File: config.mk
export PLATFORM = sky130hd
export DESIGN_NAME = spi_regmaster
export DESIGN_NICKNAME = d
export VERILOG_FILES = /design/src/rtl/spi_rm_pkg.sv /design/src/rtl/spi_rm_regs.sv /design/src/rtl/spi_rm_engine.sv /design/src/rtl/spi_rm_irq.sv /design/src/rtl/spi_regmaster.sv
export SDC_FILE = /design/constraint.sdc
export NUM_CORES = 1
export LEC_CHECK = 0
export BUFFER_PORTS_ARGS = -buffer_cell sky130_fd_sc_hd__buf_4
export CAP_MARGIN = 20
export CORE_MARGIN = 1
export CORE_UTILIZATION = 38
export DETAILED_ROUTE_END_ITERATION = 8
export PLACE_DENSITY_LB_ADDON = 0.3
export REMOVE_ABC_BUFFERS = 1
export SLEW_MARGIN = 20
export SYNTH_ARGS = -nofsm -noshare
export SYNTH_HDL_FRONTEND = slang
export SYNTH_SLANG_ARGS = --single-unit
File: constraint.sdc
create_clock -name clk -period 2.8 [get_ports clk]
set_input_delay 0.28 -clock clk [delete_from_list [all_inputs] [get_ports clk]]
set_output_delay 0.28 -clock clk [all_outputs]
set_load 0.01 [all_outputs]
File: src/rtl/spi_rm_pkg.sv
package spi_rm_pkg;
  localparam int REG_W  = 16;
  localparam int WORD_W = 32;
  localparam int DIV_W  = 3;
  localparam int LEN_W  = 5;
  localparam int BITC_W = 6;

  localparam logic [2:0] IX_SETUP = 3'd0;
  localparam logic [2:0] IX_OPT   = 3'd1;
  localparam logic [2:0] IX_CTRL  = 3'd2;
  localparam logic [2:0] IX_STAT  = 3'd3;
  localparam logic [2:0] IX_TXL   = 3'd4;
  localparam logic [2:0] IX_TXH   = 3'd5;
  localparam logic [2:0] IX_RXL   = 3'd6;
  localparam logic [2:0] IX_RXH   = 3'd7;

  localparam int CTRL_CS_LSB = 7;

  typedef struct packed {
    logic             clk_en;
    logic [DIV_W-1:0] div;
    logic             ie_w;
    logic             ie_r;
    logic             edge_sel;
    logic             pol;
    logic             trig_edge;
  } cfg_t;
endpackage

File: src/rtl/spi_rm_regs.sv
module spi_rm_regs
  import spi_rm_pkg::*;
#(
  parameter int CS_W = 1
) (
  input  logic                clk,
  input  logic                rst_n,
  input  logic                reg_wr,
  input  logic [2:0]          idx,
  input  logic [REG_W-1:0]    wdata,
  output logic [REG_W-1:0]    rdata,
  output cfg_t                cfg,
  output logic                pend,
  output logic                pend_wr,
  output logic [LEN_W-1:0]    len_m1,
  output logic [CS_W-1:0]     cs_sel,
  output logic [WORD_W-1:0]   tx_data,
  input  logic                start_ack,
  input  logic                busy,
  input  logic                done_wr,
  input  logic                done_rd,
  input  logic [WORD_W-1:0]   rx_data,
  output logic                wflag,
  output logic                rflag
);
  cfg_t              cfg_d;
  logic              pend_d, pend_wr_d, wflag_d, rflag_d;
  logic [LEN_W-1:0]  len_d;
  logic [CS_W-1:0]   cs_d;
  logic [REG_W-1:0]  txl_q, txh_q, txl_d, txh_d;
  logic              ctrl_take;
  logic              unused_wbits;

  assign unused_wbits = &{1'b0, wdata};
  assign ctrl_take = reg_wr && (idx == IX_CTRL) && !pend && !busy;

  always_comb begin
    cfg_d     = cfg;
    pend_d    = pend;
    pend_wr_d = pend_wr;
    len_d     = len_m1;
    cs_d      = cs_sel;
    txl_d     = txl_q;
    txh_d     = txh_q;
    wflag_d   = wflag;
    rflag_d   = rflag;
    if (start_ack) pend_d = 1'b0;
    if (reg_wr) begin
      case (idx)
        IX_SETUP: begin
          cfg_d.clk_en = wdata[0];
          cfg_d.div    = wdata[DIV_W:1];
          cfg_d.ie_w   = wdata[4];
          cfg_d.ie_r   = wdata[5];
        end
        IX_OPT: begin
          cfg_d.edge_sel  = wdata[0];
          cfg_d.pol       = wdata[5];
          cfg_d.trig_edge = wdata[10];
        end
        IX_STAT: begin
          wflag_d = wflag & wdata[1];
          rflag_d = rflag & wdata[0];
        end
        IX_TXL:  txl_d = wdata;
        IX_TXH:  txh_d = wdata;
        default: ;
      endcase
    end
    if (ctrl_take) begin
      pend_d    = wdata[0] | wdata[1];
      pend_wr_d = wdata[1];
      len_d     = wdata[LEN_W+1:2];
      cs_d      = wdata[CTRL_CS_LSB +: CS_W];
    end
    if (done_wr) wflag_d = 1'b1;
    if (done_rd) rflag_d = 1'b1;
  end

  always_ff @(posedge clk or negedge rst_n) begin
    if (!rst_n) begin
      cfg     <= '0;
      pend    <= 1'b0;
      pend_wr <= 1'b0;
      len_m1  <= '0;
      cs_sel  <= '0;
      txl_q   <= '0;
      txh_q   <= '0;
      wflag   <= 1'b0;
      rflag   <= 1'b0;
    end else begin
      cfg     <= cfg_d;
      pend    <= pend_d;
      pend_wr <= pend_wr_d;
      len_m1  <= len_d;
      cs_sel  <= cs_d;
      txl_q   <= txl_d;
      txh_q   <= txh_d;
      wflag   <= wflag_d;
      rflag   <= rflag_d;
    end
  end

  assign tx_data = {txh_q, txl_q};

  always_comb begin
    rdata = '0;
    case (idx)
      IX_SETUP: rdata[5:0] = {cfg.ie_r, cfg.ie_w, cfg.div, cfg.clk_en};
      IX_OPT: begin
        rdata[0]  = cfg.edge_sel;
        rdata[5]  = cfg.pol;
        rdata[10] = cfg.trig_edge;
      end
      IX_CTRL: begin
        rdata[0] = pend & ~pend_wr;
        rdata[1] = pend & pend_wr;
        rdata[LEN_W+1:2] = len_m1;
        rdata[CTRL_CS_LSB +: CS_W] = cs_sel;
      end
      IX_STAT: rdata[1:0] = {wflag, rflag};
      IX_TXL:  rdata = txl_q;
      IX_TXH:  rdata = txh_q;
      IX_RXL:  rdata = rx_data[REG_W-1:0];
      default: rdata = rx_data[WORD_W-1:REG_W];
    endcase
  end

  // a flag rises only from a completion pulse
  p_flag_src_r8: assert property (@(posedge clk) disable iff (!rst_n)
    $rose(wflag) |-> $past(done_wr));
  // a held start keeps its direction until accepted
  p_pend_hold_r11: assert property (@(posedge clk) disable iff (!rst_n)
    (pend && !start_ack) |=> (pend && $stable(pend_wr) && $stable(len_m1)));
endmodule

File: src/rtl/spi_rm_engine.sv
module spi_rm_engine
  import spi_rm_pkg::*;
#(
  parameter int NUM_CS = 2,
  parameter int CS_W   = 1
) (
  input  logic              clk,
  input  logic              rst_n,
  input  logic              clk_en,
  input  logic [DIV_W-1:0]  div,
  input  logic              edge_sel,
  input  logic              start_req,
  input  logic              req_wr,
  input  logic [LEN_W-1:0]  len_m1,
  input  logic [CS_W-1:0]   cs_sel,
  input  logic [WORD_W-1:0] tx_data,
  input  logic              miso,
  output logic              start_ack,
  output logic              busy,
  output logic              done_wr,
  output logic              done_rd,
  output logic [WORD_W-1:0] rx_data,
  output logic              sclk,
  output logic              mosi,
  output logic [NUM_CS-1:0] cs_n
);
  localparam int CNT_W = 2 * ((1 << DIV_W) - 1) + 1;

  logic              busy_q, busy_d, phase_q, phase_d, dir_q, dir_d;
  logic              dwr_d, drd_d;
  logic [CNT_W-1:0]  cnt_q, cnt_d;
  logic [CNT_W:0]    lim_w;
  logic [BITC_W-1:0] bits_q, bits_d, nbits;
  logic [WORD_W-1:0] txsr_q, txsr_d, rxsr_q, rxsr_d;
  logic [CS_W-1:0]   cs_q, cs_d;
  logic              half_last;

  assign start_ack = start_req && clk_en && !busy_q;
  assign lim_w     = ({{CNT_W{1'b0}}, 1'b1} << (2 * div + 1)) - 1'b1;
  assign half_last = (cnt_q == lim_w[CNT_W-1:0]);
  assign nbits     = (len_m1 < LEN_W'(8)) ? BITC_W'(16) : BITC_W'(len_m1) + 1'b1;

  always_comb begin
    busy_d  = busy_q;
    phase_d = phase_q;
    dir_d   = dir_q;
    cnt_d   = cnt_q;
    bits_d  = bits_q;
    txsr_d  = txsr_q;
    rxsr_d  = rxsr_q;
    cs_d    = cs_q;
    dwr_d   = 1'b0;
    drd_d   = 1'b0;
    if (start_ack) begin
      busy_d  = 1'b1;
      phase_d = 1'b0;
      cnt_d   = '0;
      bits_d  = nbits;
      dir_d   = req_wr;
      cs_d    = cs_sel;
      txsr_d  = req_wr ? tx_data : '0;
      if (!req_wr) rxsr_d = '0;
    end else if (busy_q && clk_en) begin
      if (!half_last) begin
        cnt_d = cnt_q + 1'b1;
      end else begin
        cnt_d = '0;
        if (!phase_q) begin
          phase_d = 1'b1;
          if (!dir_q) rxsr_d = {rxsr_q[WORD_W-2:0], miso};
        end else begin
          phase_d = 1'b0;
          txsr_d  = {txsr_q[WORD_W-2:0], 1'b0};
          if (bits_q == BITC_W'(1)) begin
            busy_d = 1'b0;
            dwr_d  = dir_q;
            drd_d  = !dir_q;
          end else begin
            bits_d = bits_q - 1'b1;
          end
        end
      end
    end
  end

  always_ff @(posedge clk or negedge rst_n) begin
    if (!rst_n) begin
      busy_q  <= 1'b0;
      phase_q <= 1'b0;
      dir_q   <= 1'b0;
      cnt_q   <= '0;
      bits_q  <= '0;
      txsr_q  <= '0;
      rxsr_q  <= '0;
      cs_q    <= '0;
      done_wr <= 1'b0;
      done_rd <= 1'b0;
    end else begin
      busy_q  <= busy_d;
      phase_q <= phase_d;
      dir_q   <= dir_d;
      cnt_q   <= cnt_d;
      bits_q  <= bits_d;
      txsr_q  <= txsr_d;
      rxsr_q  <= rxsr_d;
      cs_q    <= cs_d;
      done_wr <= dwr_d;
      done_rd <= drd_d;
    end
  end

  assign busy    = busy_q;
  assign rx_data = rxsr_q;
  assign sclk    = edge_sel ? phase_q : ~phase_q;
  assign mosi    = busy_q && dir_q && txsr_q[WORD_W-1];

  for (genvar g = 0; g < NUM_CS; g++) begin : g_cs
    assign cs_n[g] = !(busy_q && (cs_q == CS_W'(g)));
  end

  // never more than one device selected, none when idle
  p_one_cs_r7: assert property (@(posedge clk) disable iff (!rst_n)
    $onehot0(~cs_n) && (busy_q || (&cs_n)));
  // no clock progress while the enable is clear
  p_clk_frozen_r6: assert property (@(posedge clk) disable iff (!rst_n)
    (!clk_en && busy_q) |=> ($stable(phase_q) && $stable(bits_q)));
  // a transfer begins only with the enable set
  p_start_gated_r6: assert property (@(posedge clk) disable iff (!rst_n)
    $rose(busy_q) |-> $past(clk_en));
  // data-out stays low for a read
  p_read_quiet_r8: assert property (@(posedge clk) disable iff (!rst_n)
    (busy_q && !dir_q) |-> !mosi);
  // completion coincides with the end of a transfer
  p_done_end_r8: assert property (@(posedge clk) disable iff (!rst_n)
    (done_wr || done_rd) |-> $fell(busy_q));
endmodule

File: src/rtl/spi_rm_irq.sv
module spi_rm_irq (
  input  logic clk,
  input  logic rst_n,
  input  logic wflag,
  input  logic rflag,
  input  logic ie_w,
  input  logic ie_r,
  input  logic pol,
  input  logic trig_edge,
  output logic irq
);
  logic req, req_q, pulse, act;

  assign req   = (wflag & ie_w) | (rflag & ie_r);
  assign pulse = req & ~req_q;
  assign act   = trig_edge ? pulse : req;
  assign irq   = pol ? act : ~act;

  always_ff @(posedge clk or negedge rst_n) begin
    if (!rst_n) req_q <= 1'b0;
    else        req_q <= req;
  end

  // a pulse never lasts two cycles
  p_pulse_once_r10: assert property (@(posedge clk) disable iff (!rst_n)
    pulse |=> !pulse);
endmodule

File: src/rtl/spi_regmaster.sv
module spi_regmaster
  import spi_rm_pkg::*;
#(
  parameter int NUM_CS = 2
) (
  input  logic              clk,
  input  logic              rst_n,
  input  logic              reg_wr,
  input  logic [3:0]        reg_addr,
  input  logic [15:0]       reg_wdata,
  output logic [15:0]       reg_rdata,
  output logic              sclk,
  output logic              mosi,
  input  logic              miso,
  output logic [NUM_CS-1:0] cs_n,
  output logic              irq
);
  localparam int CS_W = (NUM_CS > 1) ? $clog2(NUM_CS) : 1;

  cfg_t              cfg;
  logic              pend, pend_wr, start_ack, busy, done_wr, done_rd;
  logic              wflag, rflag;
  logic [LEN_W-1:0]  len_m1;
  logic [CS_W-1:0]   cs_sel;
  logic [WORD_W-1:0] tx_data, rx_data;
  logic              unused_a0;

  assign unused_a0 = reg_addr[0];

  spi_rm_regs #(.CS_W(CS_W)) u_regs (
    .clk(clk), .rst_n(rst_n), .reg_wr(reg_wr), .idx(reg_addr[3:1]),
    .wdata(reg_wdata), .rdata(reg_rdata), .cfg(cfg), .pend(pend),
    .pend_wr(pend_wr), .len_m1(len_m1), .cs_sel(cs_sel), .tx_data(tx_data),
    .start_ack(start_ack), .busy(busy), .done_wr(done_wr), .done_rd(done_rd),
    .rx_data(rx_data), .wflag(wflag), .rflag(rflag)
  );

  spi_rm_engine #(.NUM_CS(NUM_CS), .CS_W(CS_W)) u_engine (
    .clk(clk), .rst_n(rst_n), .clk_en(cfg.clk_en), .div(cfg.div),
    .edge_sel(cfg.edge_sel), .start_req(pend), .req_wr(pend_wr),
    .len_m1(len_m1), .cs_sel(cs_sel), .tx_data(tx_data), .miso(miso),
    .start_ack(start_ack), .busy(busy), .done_wr(done_wr), .done_rd(done_rd),
    .rx_data(rx_data), .sclk(sclk), .mosi(mosi), .cs_n(cs_n)
  );

  spi_rm_irq u_irq (
    .clk(clk), .rst_n(rst_n), .wflag(wflag), .rflag(rflag),
    .ie_w(cfg.ie_w), .ie_r(cfg.ie_r), .pol(cfg.pol),
    .trig_edge(cfg.trig_edge), .irq(irq)
  );
endmodule

== Word level (Yosys, flattened, before mapping) ==
Cells that the tools add are included.
Word-level totals
  flip-flop bits (word level): 143
  logic and storage cells: 157
Operators by class
  mux-type cells: 58
  shifts and indexed selects: 1
  magnitude comparators: 1
  add/sub/neg operators: 5
  bitwise operators: 14
  reduce and logical (&&, ||, !) cells: 40
  eq/ne operators: 12
Operator list (count)
  32-bit two-way mux: 11
  15-bit two-way mux: 3
  6-bit two-way mux: 6
  1-bit by 32-bit << shifter with 15-bit output (first input constant): 1
  1-bit two-way mux: 30
  1-bit one-hot mux with 7 select lines: 3
  5-bit one-hot mux with 4 select lines: 1
  3-bit one-hot mux with 6 select lines: 1
  2-bit nonzero test: 9
  15-bit by 1-bit adder with 15-bit output (second input constant): 1
  15-bit == test: 1
  15-bit by 1-bit subtractor with 15-bit output (second input constant): 1
  2-bit AND reduction: 7
  1-bit logical AND: 10
  2-bit one-hot mux with 5 select lines: 1
  3-bit == test (second input constant): 3
  2-bit != test (second input constant): 4
  2-bit one-hot mux with 4 select lines: 1
  4-bit AND reduction: 2
  1-bit AND: 7
  5-bit by 1-bit adder with 6-bit output (second input constant): 1
  3-bit by 2-bit == test with 1-bit output (second input constant): 2
  6-bit by 1-bit == test with 1-bit output (second input constant): 1
  3-bit OR reduction: 2
  13 further kinds: 22

== Depth between registers and ports, before layout ==
Gate-level depths: netlist of run 1.
  word-level depth: 7
  gate-level depth with buffers: 9
  gate-level depth less buffers: 8

== Hierarchy ==
From an unflattened synthesis of run 1, not the netlist that was laid out.
Unflattened totals
  cell total of the unflattened synthesis: 775
  area, all modules: 7587.3 um2
Modules (own cells, without submodules)
  spi_rm_engine: area an instance 4759.6 um2, cells an instance 566, times used 1
  spi_rm_regs: area an instance 2767.7 um2, cells an instance 204, times used 1
  spi_rm_irq: area an instance 60.1 um2, cells an instance 5, times used 1

== Worst setup path after synthesis of run 1 ==
OpenSTA, ideal clock, no wires.
  path kind: reg2reg
  from: register, netlist name u_regs.cfg[6]
  to: register u_engine.rxsr_q[0] (netlist: u_engine.rx_data[0])
  library setup time: 121 ps
  path slack: 407 ps
  period minus slack after synthesis: 2393 ps
  stages on the path, launching flop included: 10
  arrival: 2272 ps
  data required time: 2679 ps
  path through: dfrtp_1 > buf_6 > or3_1 > a211oi_2 > o221ai_2 > or3_4 > nor4_4 > o21ai_2 > buf_6 > a22o_1
On the way
  longest elaborated chain between the ends: 6
Ends and longest elaborated chain
  4-bit by 1-bit adder with 5-bit output: RTL line spi_rm_engine.sv:39  | assign lim_w = ({{CNT_W{1'b0}}, 1'b1} << (2 * div + 1)) - 1'b1;
  1-bit by 32-bit << shifter with 15-bit output: RTL line spi_rm_engine.sv:39
  15-bit by 1-bit subtractor with 15-bit output: RTL line spi_rm_engine.sv:39
  15-bit == test: RTL line spi_rm_engine.sv:40  | assign half_last = (cnt_q == lim_w[CNT_W-1:0]);
  2-bit nonzero test (no source line)
  5-bit AND reduction (no source line)
  to (signal assigned): RTL line spi_rm_engine.sv:105  | rxsr_q <= rxsr_d;
  to (decl): RTL line spi_rm_engine.sv:34  | logic [WORD_W-1:0] txsr_q, txsr_d, rxsr_q, rxsr_d;
No other way between the ends.
A chain may end at the register's enable or synchronous reset.

== Worst setup path after layout of run 1 ==
  from: register u_engine.cnt_q[9]
  to: register u_engine.rxsr_q[4] (netlist: u_engine.rx_data[4])
On the way
  longest elaborated chain between the ends: 3
Ends and longest elaborated chain
  from (decl): RTL line spi_rm_engine.sv:31  | logic [CNT_W-1:0] cnt_q, cnt_d;
  from (signal assigned): RTL line spi_rm_engine.sv:102  | cnt_q <= cnt_d;
  15-bit == test: RTL line spi_rm_engine.sv:40
  2-bit nonzero test (no source line)
  5-bit AND reduction (no source line)
No other way between the ends.

==> report_table.html, run 1 <==
<table>
<tr><th>Metric</th><th>Value</th></tr>
<tr><th colspan="2">Power and ir drop</th></tr>
<tr><td>Power per standard cell area</td><td>758 mW/mm2</td></tr>
<tr><td>Cell-internal power</td><td>4.47 mW</td></tr>
<tr><td>Pwr Total</td><td>roughly 6.2 mW</td></tr>
<tr><td>Peak supply drop</td><td>0.477 mV</td></tr>
<tr><td>Reg power frac</td><td>0.465</td></tr>
<tr><td>Switching pwr</td><td>about 1.7 mW</td></tr>
<tr><td>Static power due to leakage</td><td>about 3.5 nW</td></tr>
<tr><td>Sw frac</td><td>0.280</td></tr>
<tr><td>Portion of total power attributed to combinational logic</td><td>0.176</td></tr>
<tr><td>Share of power burned in the clock network</td><td>0.359</td></tr>
<tr><th colspan="2">CTS</th></tr>
<tr><td>Clock Sink Count</td><td>approximately 140</td></tr>
<tr><td>Htree depth</td><td>4</td></tr>
<tr><td>Resized Gates After CTS</td><td>0</td></tr>
<tr><td>Insertion delay of the later-clocked pin in the worst-skew pair</td><td>between 0.4 and 0.5 ns</td></tr>
<tr><td>Clock edge transition at the registers on the reported setup and hold paths</td><td>about 0.060 ns</td></tr>
<tr><td>Largest buffer count on any clock path</td><td>2</td></tr>
<tr><td>CTS tree</td><td>built</td></tr>
<tr><td>Num CTS Buffers</td><td>17</td></tr>
<tr><td>Clock root buffer</td><td>sky130_fd_sc_hd__clkbuf_16</td></tr>
<tr><th colspan="2">Setup path</th></tr>
<tr><td>Worst Setup Start Kind</td><td>flop</td></tr>
<tr><td>Critical-path maximum fanout</td><td>32</td></tr>
<tr><td>Reg2reg start</td><td>u_engine.cnt_q[9]</td></tr>
<tr><td>Critical path data arrival time</td><td>2.88 ns</td></tr>
<tr><td>Critical path required time</td><td>about 3.1 ns</td></tr>
<tr><td>Slack of the worst reg-to-reg path</td><td>0.23 ns</td></tr>
<tr><td>First element of the critical path</td><td>u_engine.cnt_q[9]</td></tr>
<tr><td>Critical path type</td><td>flop to flop</td></tr>
<tr><td>CP endpoint kind</td><td>flop</td></tr>
<tr><th colspan="2">Hold path</th></tr>
<tr><td>Origin of the worst min-delay path</td><td>miso</td></tr>
<tr><td>Worst hold path type</td><td>input pin to flop</td></tr>
<tr><th colspan="2">Finish</th></tr>
<tr><td>Area added between synthesis and finish</td><td>17.3%</td></tr>
<tr><td>End-of-flow core utilization</td><td>0.455</td></tr>
<tr><td>Fraction of final layout cells with drive strength greater than 1</td><td>0.257</td></tr>
<tr><td># diodes</td><td>0</td></tr>
<tr><td>Nets</td><td>682</td></tr>
<tr><td>Final Instance Count excl. Fillers</td><td>roughly 900</td></tr>
<tr><th colspan="2">Run status</th></tr>
<tr><td>Run status</td><td>finished, final reports clean</td></tr>
<tr><th colspan="2">STA</th></tr>
<tr><td>Slew HR</td><td>0.581</td></tr>
<tr><td>Number of hold violations in the final report</td><td>0</td></tr>
<tr><td># setup viols final</td><td>0</td></tr>
<tr><td>Number of max-slew violations in the final report</td><td>0</td></tr>
<tr><td>Portion of the clock cycle consumed by the worst path in the final layout</td><td>0.918</td></tr>
<tr><td>Skew final</td><td>0.00978 ns</td></tr>
<tr><td>Timing-limited maximum frequency</td><td>389 MHz</td></tr>
<tr><td>Final Worst Setup Slack</td><td>0.230 ns</td></tr>
<tr><td>Shortest period the worst path allows</td><td>roughly 2.6 ns</td></tr>
<tr><td>RSZ-0062 raised after global routing</td><td>no</td></tr>
<tr><td>Slew @ Worst Pin</td><td>0.629 ns</td></tr>
<tr><th colspan="2">Detailed routing</th></tr>
<tr><td>Initial DRC Count</td><td>380</td></tr>
<tr><td>Length of routed met2 wiring</td><td>8.51 mm</td></tr>
<tr><td>Routed wire length</td><td>17.2 mm</td></tr>
<tr><td>Sum of met3 wire segment lengths after detailed routing</td><td>739 um</td></tr>
<tr><td>Routed WL per cell</td><td>19.2 um</td></tr>
<tr><td>Antenna Violating Nets Remaining</td><td>0</td></tr>
<tr><td>Number of vias per cell</td><td>5.73</td></tr>
<tr><td>1st-pass router iterations</td><td>5</td></tr>
<tr><td>Via Count</td><td>5,124</td></tr>
<tr><td>Drc violations</td><td>0</td></tr>
<tr><td>Detailed-routing wirelength on met1</td><td>7.55 mm</td></tr>
<tr><td>Highest Signal Layer</td><td>met4</td></tr>
<tr><th colspan="2">Floorplan</th></tr>
<tr><td>Site row count</td><td>approximately 50</td></tr>
<tr><td>Initial standard-cell utilization of the core</td><td>0.388</td></tr>
<tr><td>I/O pins</td><td>between 40 and 50</td></tr>
<tr><td>Total Die Area</td><td>0.0189 mm2</td></tr>
<tr><td>Chip Width</td><td>138 um</td></tr>
<tr><td>Core outline area</td><td>0.0180 mm2</td></tr>
<tr><td>Vertical die dimension</td><td>138 um</td></tr>
<tr><th colspan="2">GRT</th></tr>
<tr><td>Antenna violations before repair</td><td>0</td></tr>
<tr><td>Congestion Overflow GR</td><td>0</td></tr>
<tr><td>Global router's overall resource usage</td><td>0.198</td></tr>
<tr><td>First-pass GRT wire length</td><td>27.8 mm</td></tr>
<tr><td>Largest net degree at the start of global routing</td><td>between 60 and 70</td></tr>
<tr><td>Via count of the first global-routing pass</td><td>5,153</td></tr>
<tr><th colspan="2">Synth</th></tr>
<tr><td>Sequential share of the synthesized area</td><td>0.512</td></tr>
<tr><td>Commonest register cell after synthesis</td><td>sky130_fd_sc_hd__dfrtp_1</td></tr>
<tr><td>Synth top area share</td><td>0.512</td></tr>
<tr><td>Average instance area after synthesis</td><td>11.4 um2</td></tr>
<tr><td>Leading post-synthesis cells by cell area</td><td>sky130_fd_sc_hd__dfrtp_1, sky130_fd_sc_hd__mux2_2, sky130_fd_sc_hd__nand2_1</td></tr>
<tr><td>Distinct cell type count after synthesis</td><td>58</td></tr>
<tr><td>Total number of yosys warnings</td><td>0</td></tr>
<tr><td>Post-Syn Instances</td><td>612</td></tr>
<tr><td>Async S/R FF share, synth</td><td>1.00</td></tr>
<tr><td>Number of enable flip-flop cells after synthesis</td><td>0</td></tr>
<tr><td>Mapped Area</td><td>0.00699 mm2</td></tr>
<tr><td>Register bit count reported by yosys</td><td>143</td></tr>
<tr><td>Largest area contributor in the synthesized netlist</td><td>sky130_fd_sc_hd__dfrtp_1</td></tr>
<tr><th colspan="2">Placement</th></tr>
<tr><td>Last weighted congestion value of the routability-driven placer</td><td>0.836</td></tr>
<tr><td>Placed Cells</td><td>863</td></tr>
<tr><td>Number of port buffers</td><td>43</td></tr>
<tr><td>HPWL after DPL</td><td>11.5 mm</td></tr>
<tr><td>Post-placement setup slack</td><td>0.242 ns</td></tr>
<tr><th colspan="2">Flow run</th></tr>
<tr><td>Count of max-cap constraint violations</td><td>0</td></tr>
</table>
==> stage by stage <==
| stage | hold WS [ns] | cell area [um2] | TNS, ns |
|---|---|---|---|
| 2_1_floorplan | -0.0156 | 6770 | -13.07 |
| 3_3_place_gp | 0.318 | 7600 | 0 |
| 3_5_place_dp | 0.333 | 7600 | 0 |
| 4_1_cts | 0.0617 | 8200 | 0 |
| 5_1_grt | 0.0661 | 8200 | 0 |
| 6_report | 0.0743 | 8200 | 0 |
==> path summary, 6_finish.rpt <==
path | cells after the start | endpoint
max | 8 | u_engine.rx_data[4]
min | 2 | u_engine.rx_data[0]
max reg2reg | 8 | u_engine.rx_data[4]
min reg2reg | 1 | u_regs.wflag
max in group asynchronous | 3 | u_engine.rx_data[19]
min in group asynchronous | 2 | u_regs.txl_q[13]
==> registers in the layout, summed over array words and instances, names as in the netlist, 5 cells and up <==
signal            flops
u_engine.txsr_q      32
u_regs.txh_q         16
u_regs.cfg            9
u_engine.bits_q       6
u_regs.len_m1         5
u_engine.rx_data     32
u_regs.txl_q         16
u_engine.cnt_q       15
==> timing repair <==
item | CTS | global route
hold buffers | 1 | 0
hold endpoints to repair | 64 | 0
buffers inserted | 0 | 0
==> cell families after synthesis <==
group	after synthesis	synth area share
AO/OA/AOI/OAI	125	0.151
XOR/XNOR	18	0.0226
adder cells (fa/ha/maj)	4	0.00716
buffers and inverters	47	0.0349
flip-flops	143	0.512
multiplexers	71	0.129
AND/OR/NAND/NOR	204	0.143
==> metal layers <==
metal  track usage  vias to the layer above
li1              -                     2342
met1         0.267                     2620
met2         0.311                      138
met3        0.0357                       24
met4        0.0861                        0
met5             0                        -
==> worst max-delay path, stage by stage (launching register included) <==
cell and delay [ns]:
sky130_fd_sc_hd__dfrtp_1 0.45, sky130_fd_sc_hd__or4_1 0.52, sky130_fd_sc_hd__a21oi_1 0.14, sky130_fd_sc_hd__o22ai_1 0.14, sky130_fd_sc_hd__or3_4 0.45, sky130_fd_sc_hd__nor4_4 0.23
sky130_fd_sc_hd__o21ai_2 0.10, sky130_fd_sc_hd__buf_12 0.17, sky130_fd_sc_hd__a22o_1 0.25
==> cells in the mapped netlist, drive strengths merged, types with 6 or more instances <==
master	number
a22o	38
and3	6
o21ai	17
nor2	25
nand3	18
dfrtp	143
o221a	31
clkbuf	21
or3	8
xor2	11
a21oi	12
inv	6
nor3	11
xnor2	7
nand2	97
mux4	10
buf	20
and2	10
mux2	55
mux2i	6
==> layout make-up <==
| class | instances | area (um2) |
|---|---|---|
| fill | 1650 | 9830 |
| sequential | 143 | 3580 |
| multi-input combinational | 422 | 3170 |
| timing repair buffer | 64 | 549 |
| clock buffer | 22 | 474 |
| tap | 229 | 287 |
| clock inverter | 9 | 110 |
| inverter | 6 | 22.5 |
==> layout by cell type, fill, tap and decap left out, types with 3 or more instances in the layout <==
cell,count
sky130_fd_sc_hd__mux2_2,54
sky130_fd_sc_hd__or3_1,7
sky130_fd_sc_hd__nor3_1,9
sky130_fd_sc_hd__nor2b_1,4
sky130_fd_sc_hd__xnor2_1,7
sky130_fd_sc_hd__dfrtp_1,143
sky130_fd_sc_hd__nand3_1,18
sky130_fd_sc_hd__o221a_1,29
sky130_fd_sc_hd__o21ai_0,16
sky130_fd_sc_hd__buf_4,57
sky130_fd_sc_hd__clkbuf_8,3
sky130_fd_sc_hd__and3b_1,3
sky130_fd_sc_hd__buf_12,5
sky130_fd_sc_hd__mux4_2,10
sky130_fd_sc_hd__clkinvlp_4,3
sky130_fd_sc_hd__nand2b_1,3
sky130_fd_sc_hd__o22ai_1,4
sky130_fd_sc_hd__a22oi_1,5
sky130_fd_sc_hd__and3_1,6
sky130_fd_sc_hd__nand4_1,5
sky130_fd_sc_hd__nor2_1,24
sky130_fd_sc_hd__mux2i_1,6
sky130_fd_sc_hd__a31oi_1,5
sky130_fd_sc_hd__a21oi_1,11
sky130_fd_sc_hd__and2_1,9
sky130_fd_sc_hd__inv_1,6
sky130_fd_sc_hd__xor2_1,11
sky130_fd_sc_hd__nand2_1,96
sky130_fd_sc_hd__ha_1,4
sky130_fd_sc_hd__a22o_1,38
sky130_fd_sc_hd__nor3b_1,3
sky130_fd_sc_hd__clkbuf_16,17
==> power by group through the flow <==
stage	clock, mW	sequential, mW	combinational (mW)
6_report	2.23	2.89	1.09
5_1_grt	2.35	2.95	1.22
4_1_cts	2.27	2.88	1.11
3_5_place_dp	0	2.91	1.10
3_3_place_gp	0	2.89	1.06
2_1_floorplan	0	2.79	0.740
Note: power is estimated with default switching activity, not from simulation.
==> inputs of run 2 (changes only) <==
- REMOVE_ABC_BUFFERS: 1 -> default
==> run 2 against run 1 <==
  * Total power rose by 2.5%
  * Clock power increased by 6%
  * Cell count decreased by 0.34%
  * Routed wire length is 1.8% lower
  * Worst hold slack better by 0.0040 ns
  * Global-route usage down 0.51 points
  * Largest cell class unchanged
==> report_table.html, run 2 (same netlist as run 1, synthesis figures left out) <==
<table>
<tr><th>Metric</th><th>Value</th></tr>
<tr><th colspan="2">Setup path</th></tr>
<tr><td>Cell-by-cell listing of the critical path</td><td>buf_4 &gt; or3_1 &gt; a211oi_2 &gt; o221ai_2 &gt; or3_4 &gt; nor4_4 &gt; o21ai_2 &gt; buf_12 &gt; a22o_1</td></tr>
<tr><td>Slack of the worst reg-to-reg path</td><td>0.15 ns</td></tr>
<tr><td>Slowest cell on the critical path</td><td>sky130_fd_sc_hd__dfrtp_1</td></tr>
<tr><td>Critical path data arrival time</td><td>2.96 ns</td></tr>
<tr><td>CP peak stage delay</td><td>0.44 ns</td></tr>
<tr><td>Critical path required time</td><td>3.11 ns</td></tr>
<tr><td>Worst-case reg-to-reg path depth</td><td>9</td></tr>
<tr><td>Critical-path maximum fanout</td><td>32</td></tr>
<tr><td>Endpoint of the worst-slack reg-to-reg timing path</td><td>u_engine.rx_data[14]</td></tr>
<tr><td>Worst Setup Start Kind</td><td>flop</td></tr>
<tr><td>Critical path type</td><td>flop to flop</td></tr>
<tr><td>Critical path buffers and inverters</td><td>2</td></tr>
<tr><td>Reg2reg start</td><td>u_regs.cfg[6]</td></tr>
<tr><td>Number of stages on the worst setup path</td><td>9</td></tr>
<tr><td>CP endpoint kind</td><td>flop</td></tr>
<tr><td>Cell family with most CP delay</td><td>simple AND/OR/NAND/NOR gates</td></tr>
<tr><th colspan="2">GRT</th></tr>
<tr><td>Global router's overall resource usage</td><td>0.193</td></tr>
<tr><td>Antenna violations before repair</td><td>1</td></tr>
<tr><td>First-pass GRT wire length</td><td>27.2 mm</td></tr>
<tr><td>Met1 routing resource usage after global routing</td><td>0.280</td></tr>
<tr><td>Met3 layer usage reported by global route</td><td>0.0419</td></tr>
<tr><td>Routing layer with the top usage in global route</td><td>met1</td></tr>
<tr><td>Met2 track utilization from global routing</td><td>0.278</td></tr>
<tr><td>Via count of the first global-routing pass</td><td>4,855</td></tr>
<tr><td>Largest net degree at the start of global routing</td><td>70</td></tr>
<tr><td>Congestion Overflow GR</td><td>0</td></tr>
<tr><th colspan="2">Power and ir drop</th></tr>
<tr><td>Peak supply drop</td><td>around 0.46 mV</td></tr>
<tr><td>Switching pwr</td><td>1.79 mW</td></tr>
<tr><td>Pwr Total</td><td>around 6.4 mW</td></tr>
<tr><td>Cell-internal power</td><td>4.58 mW</td></tr>
<tr><td>Portion of total power attributed to combinational logic</td><td>0.171</td></tr>
<tr><td>Share of power burned in the clock network</td><td>0.371</td></tr>
<tr><td>Static power due to leakage</td><td>3.53 nW</td></tr>
<tr><td>Sw frac</td><td>0.281</td></tr>
<tr><td>Power per standard cell area</td><td>778 mW/mm2</td></tr>
<tr><td>Reg power frac</td><td>0.459</td></tr>
<tr><th colspan="2">STA</th></tr>
<tr><td>Slew @ Worst Pin</td><td>about 0.96 ns</td></tr>
<tr><td>Setup tns final</td><td>0 ns</td></tr>
<tr><td>Skew final</td><td>0.0113 ns</td></tr>
<tr><td>RSZ-0062 raised after global routing</td><td>no</td></tr>
<tr><td>Number of hold violations in the final report</td><td>0</td></tr>
<tr><td>Number of max-slew violations in the final report</td><td>0</td></tr>
<tr><td>Hold slack</td><td>between 0.07 and 0.08 ns</td></tr>
<tr><td>Portion of the clock cycle consumed by the worst path in the final layout</td><td>0.947</td></tr>
<tr><td>Timing-limited maximum frequency</td><td>roughly 380 MHz</td></tr>
<tr><td># setup viols final</td><td>0</td></tr>
<tr><td>Shortest period the worst path allows</td><td>2.65 ns</td></tr>
<tr><td>Slew HR</td><td>0.355</td></tr>
<tr><th colspan="2">Floorplan</th></tr>
<tr><td>Core outline area</td><td>0.0180 mm2</td></tr>
<tr><td>Chip Width</td><td>138 um</td></tr>
<tr><td>Vertical die dimension</td><td>~140 um</td></tr>
<tr><td>Total Die Area</td><td>0.0189 mm2</td></tr>
<tr><td>Site row count</td><td>49</td></tr>
<tr><td>Initial standard-cell utilization of the core</td><td>0.388</td></tr>
<tr><td>I/O pins</td><td>45</td></tr>
<tr><th colspan="2">Detailed routing</th></tr>
<tr><td>Antenna Violating Nets Remaining</td><td>0</td></tr>
<tr><td>Via Count</td><td>between 5,000 and 6,000</td></tr>
<tr><td>1st-pass router iterations</td><td>5</td></tr>
<tr><td>Initial DRC Count</td><td>318</td></tr>
<tr><td>Drc violations</td><td>0</td></tr>
<tr><td>Routed WL per cell</td><td>18.9 um</td></tr>
<tr><td>Number of vias per cell</td><td>5.67</td></tr>
<tr><td>Routed wire length</td><td>16.9 mm</td></tr>
<tr><th colspan="2">Flow run</th></tr>
<tr><td>Count of max-cap constraint violations</td><td>0</td></tr>
<tr><th colspan="2">Placement</th></tr>
<tr><td>Number of port buffers</td><td>between 40 and 50</td></tr>
<tr><td>Last weighted congestion value of the routability-driven placer</td><td>between 0.8 and 0.9</td></tr>
<tr><td>HPWL after DPL</td><td>11.6 mm</td></tr>
<tr><th colspan="2">Finish</th></tr>
<tr><td>Area added between synthesis and finish</td><td>17.2%</td></tr>
<tr><td>Most common cell after layout, fill and taps aside</td><td>sky130_fd_sc_hd__dfrtp_1</td></tr>
<tr><td>Nets</td><td>677</td></tr>
<tr><td>Most frequent cells in the layout</td><td>sky130_fd_sc_hd__dfrtp_1, sky130_fd_sc_hd__nand2_1, sky130_fd_sc_hd__mux2_2</td></tr>
<tr><td>Number of fillers in the final layout</td><td>~1,700</td></tr>
<tr><td>Fraction of final layout cells with drive strength greater than 1</td><td>0.254</td></tr>
<tr><th colspan="2">Synth</th></tr>
<tr><td>Nets in the synthesized netlist</td><td>between 600 and 700</td></tr>
<tr><th colspan="2">CTS</th></tr>
<tr><td>Largest buffer count on any clock path</td><td>2</td></tr>
<tr><td>Clock Sink Count</td><td>roughly 140</td></tr>
<tr><td>Clock root buffer</td><td>sky130_fd_sc_hd__clkbuf_16</td></tr>
<tr><td>Htree depth</td><td>4</td></tr>
<tr><td>CTS tree</td><td>built</td></tr>
<tr><td>Setup repair bufs after CTS</td><td>0</td></tr>
<tr><td>Clock edge transition at the registers on the reported setup and hold paths</td><td>0.06 ns</td></tr>
<tr><td>Num CTS Buffers</td><td>17</td></tr>
<tr><td>Insertion delay of the later-clocked pin in the worst-skew pair</td><td>roughly 0.43 ns</td></tr>
<tr><th colspan="2">Hold path</th></tr>
<tr><td>Worst-case hold path end point</td><td>u_engine.rx_data[0]</td></tr>
<tr><td>Origin of the worst min-delay path</td><td>miso</td></tr>
<tr><td>Worst hold path type</td><td>input pin to flop</td></tr>
<tr><td>Hold Path Stages</td><td>2</td></tr>
<tr><th colspan="2">Run status</th></tr>
<tr><td>Run status</td><td>finished, final reports clean</td></tr>
</table>
==> run 2: per-layer routing <==
metal	wire length, um	vias to the layer above
met5	0	-
met2	7730	147
met3	888	20
met1	7970	2552
li1	-	2343
met4	264	0
==> run 2: how the worst max path moves through the flow <==
stage                        startpoint                   end  slack (ns)
after floorplan           u_regs.cfg[6]   u_engine.rx_data[0]        0.41
after global placement    u_regs.cfg[6]   u_engine.txsr_q[24]        0.23
after detailed placement  u_regs.cfg[6]   u_engine.txsr_q[12]        0.16
after CTS                 u_regs.cfg[6]   u_engine.txsr_q[12]        0.15
after global routing      u_regs.cfg[6]  u_engine.rx_data[31]        0.02
final                     u_regs.cfg[6]  u_engine.rx_data[14]        0.15
==> run 2: through the flow <==
stage | setup slack (ns) | utilization | area, um2 | cells
2_1_floorplan | 0.407 | - | 6990 | 612
3_5_place_dp | 0.155 | 0.419 | 7550 | 858
6_report | 0.149 | 0.454 | 8190 | 892
3_3_place_gp | 0.228 | 0.419 | 7550 | 858
4_1_cts | 0.149 | 0.454 | 8180 | 891
5_1_grt | 0.0170 | 0.454 | 8190 | 892
==> run 2: power by group through the flow <==
stage          Clock [mW]  Combinational [mW]  Sequential [mW]
3_5_place_dp            0                1.09             2.93
5_1_grt              2.51                1.21             2.98
4_1_cts              2.41                1.09             2.91
3_3_place_gp            0                1.04             2.92
6_report             2.36                1.09             2.92
2_1_floorplan           0               0.813             2.76
==> run 2: layout make-up <==
cell class                      count  area (um2)  area share
Sequential cell                   143        3580       0.437
Multi-Input combinational cell    422        3180       0.388
Timing Repair Buffer               59         499      0.0610
Clock buffer                       18         429      0.0524
Tap cell                          229         287      0.0350
Clock inverter                     14         190      0.0232
Inverter                            6        22.5     0.00275
Antenna cell                        1        2.50    0.000306
==> run 2: repair_timing <==
item	in CTS	in global routing
setup endpoints to repair	0	37
hold endpoints to repair	67	0
hold buffers	1	0
resized for setup	0	1
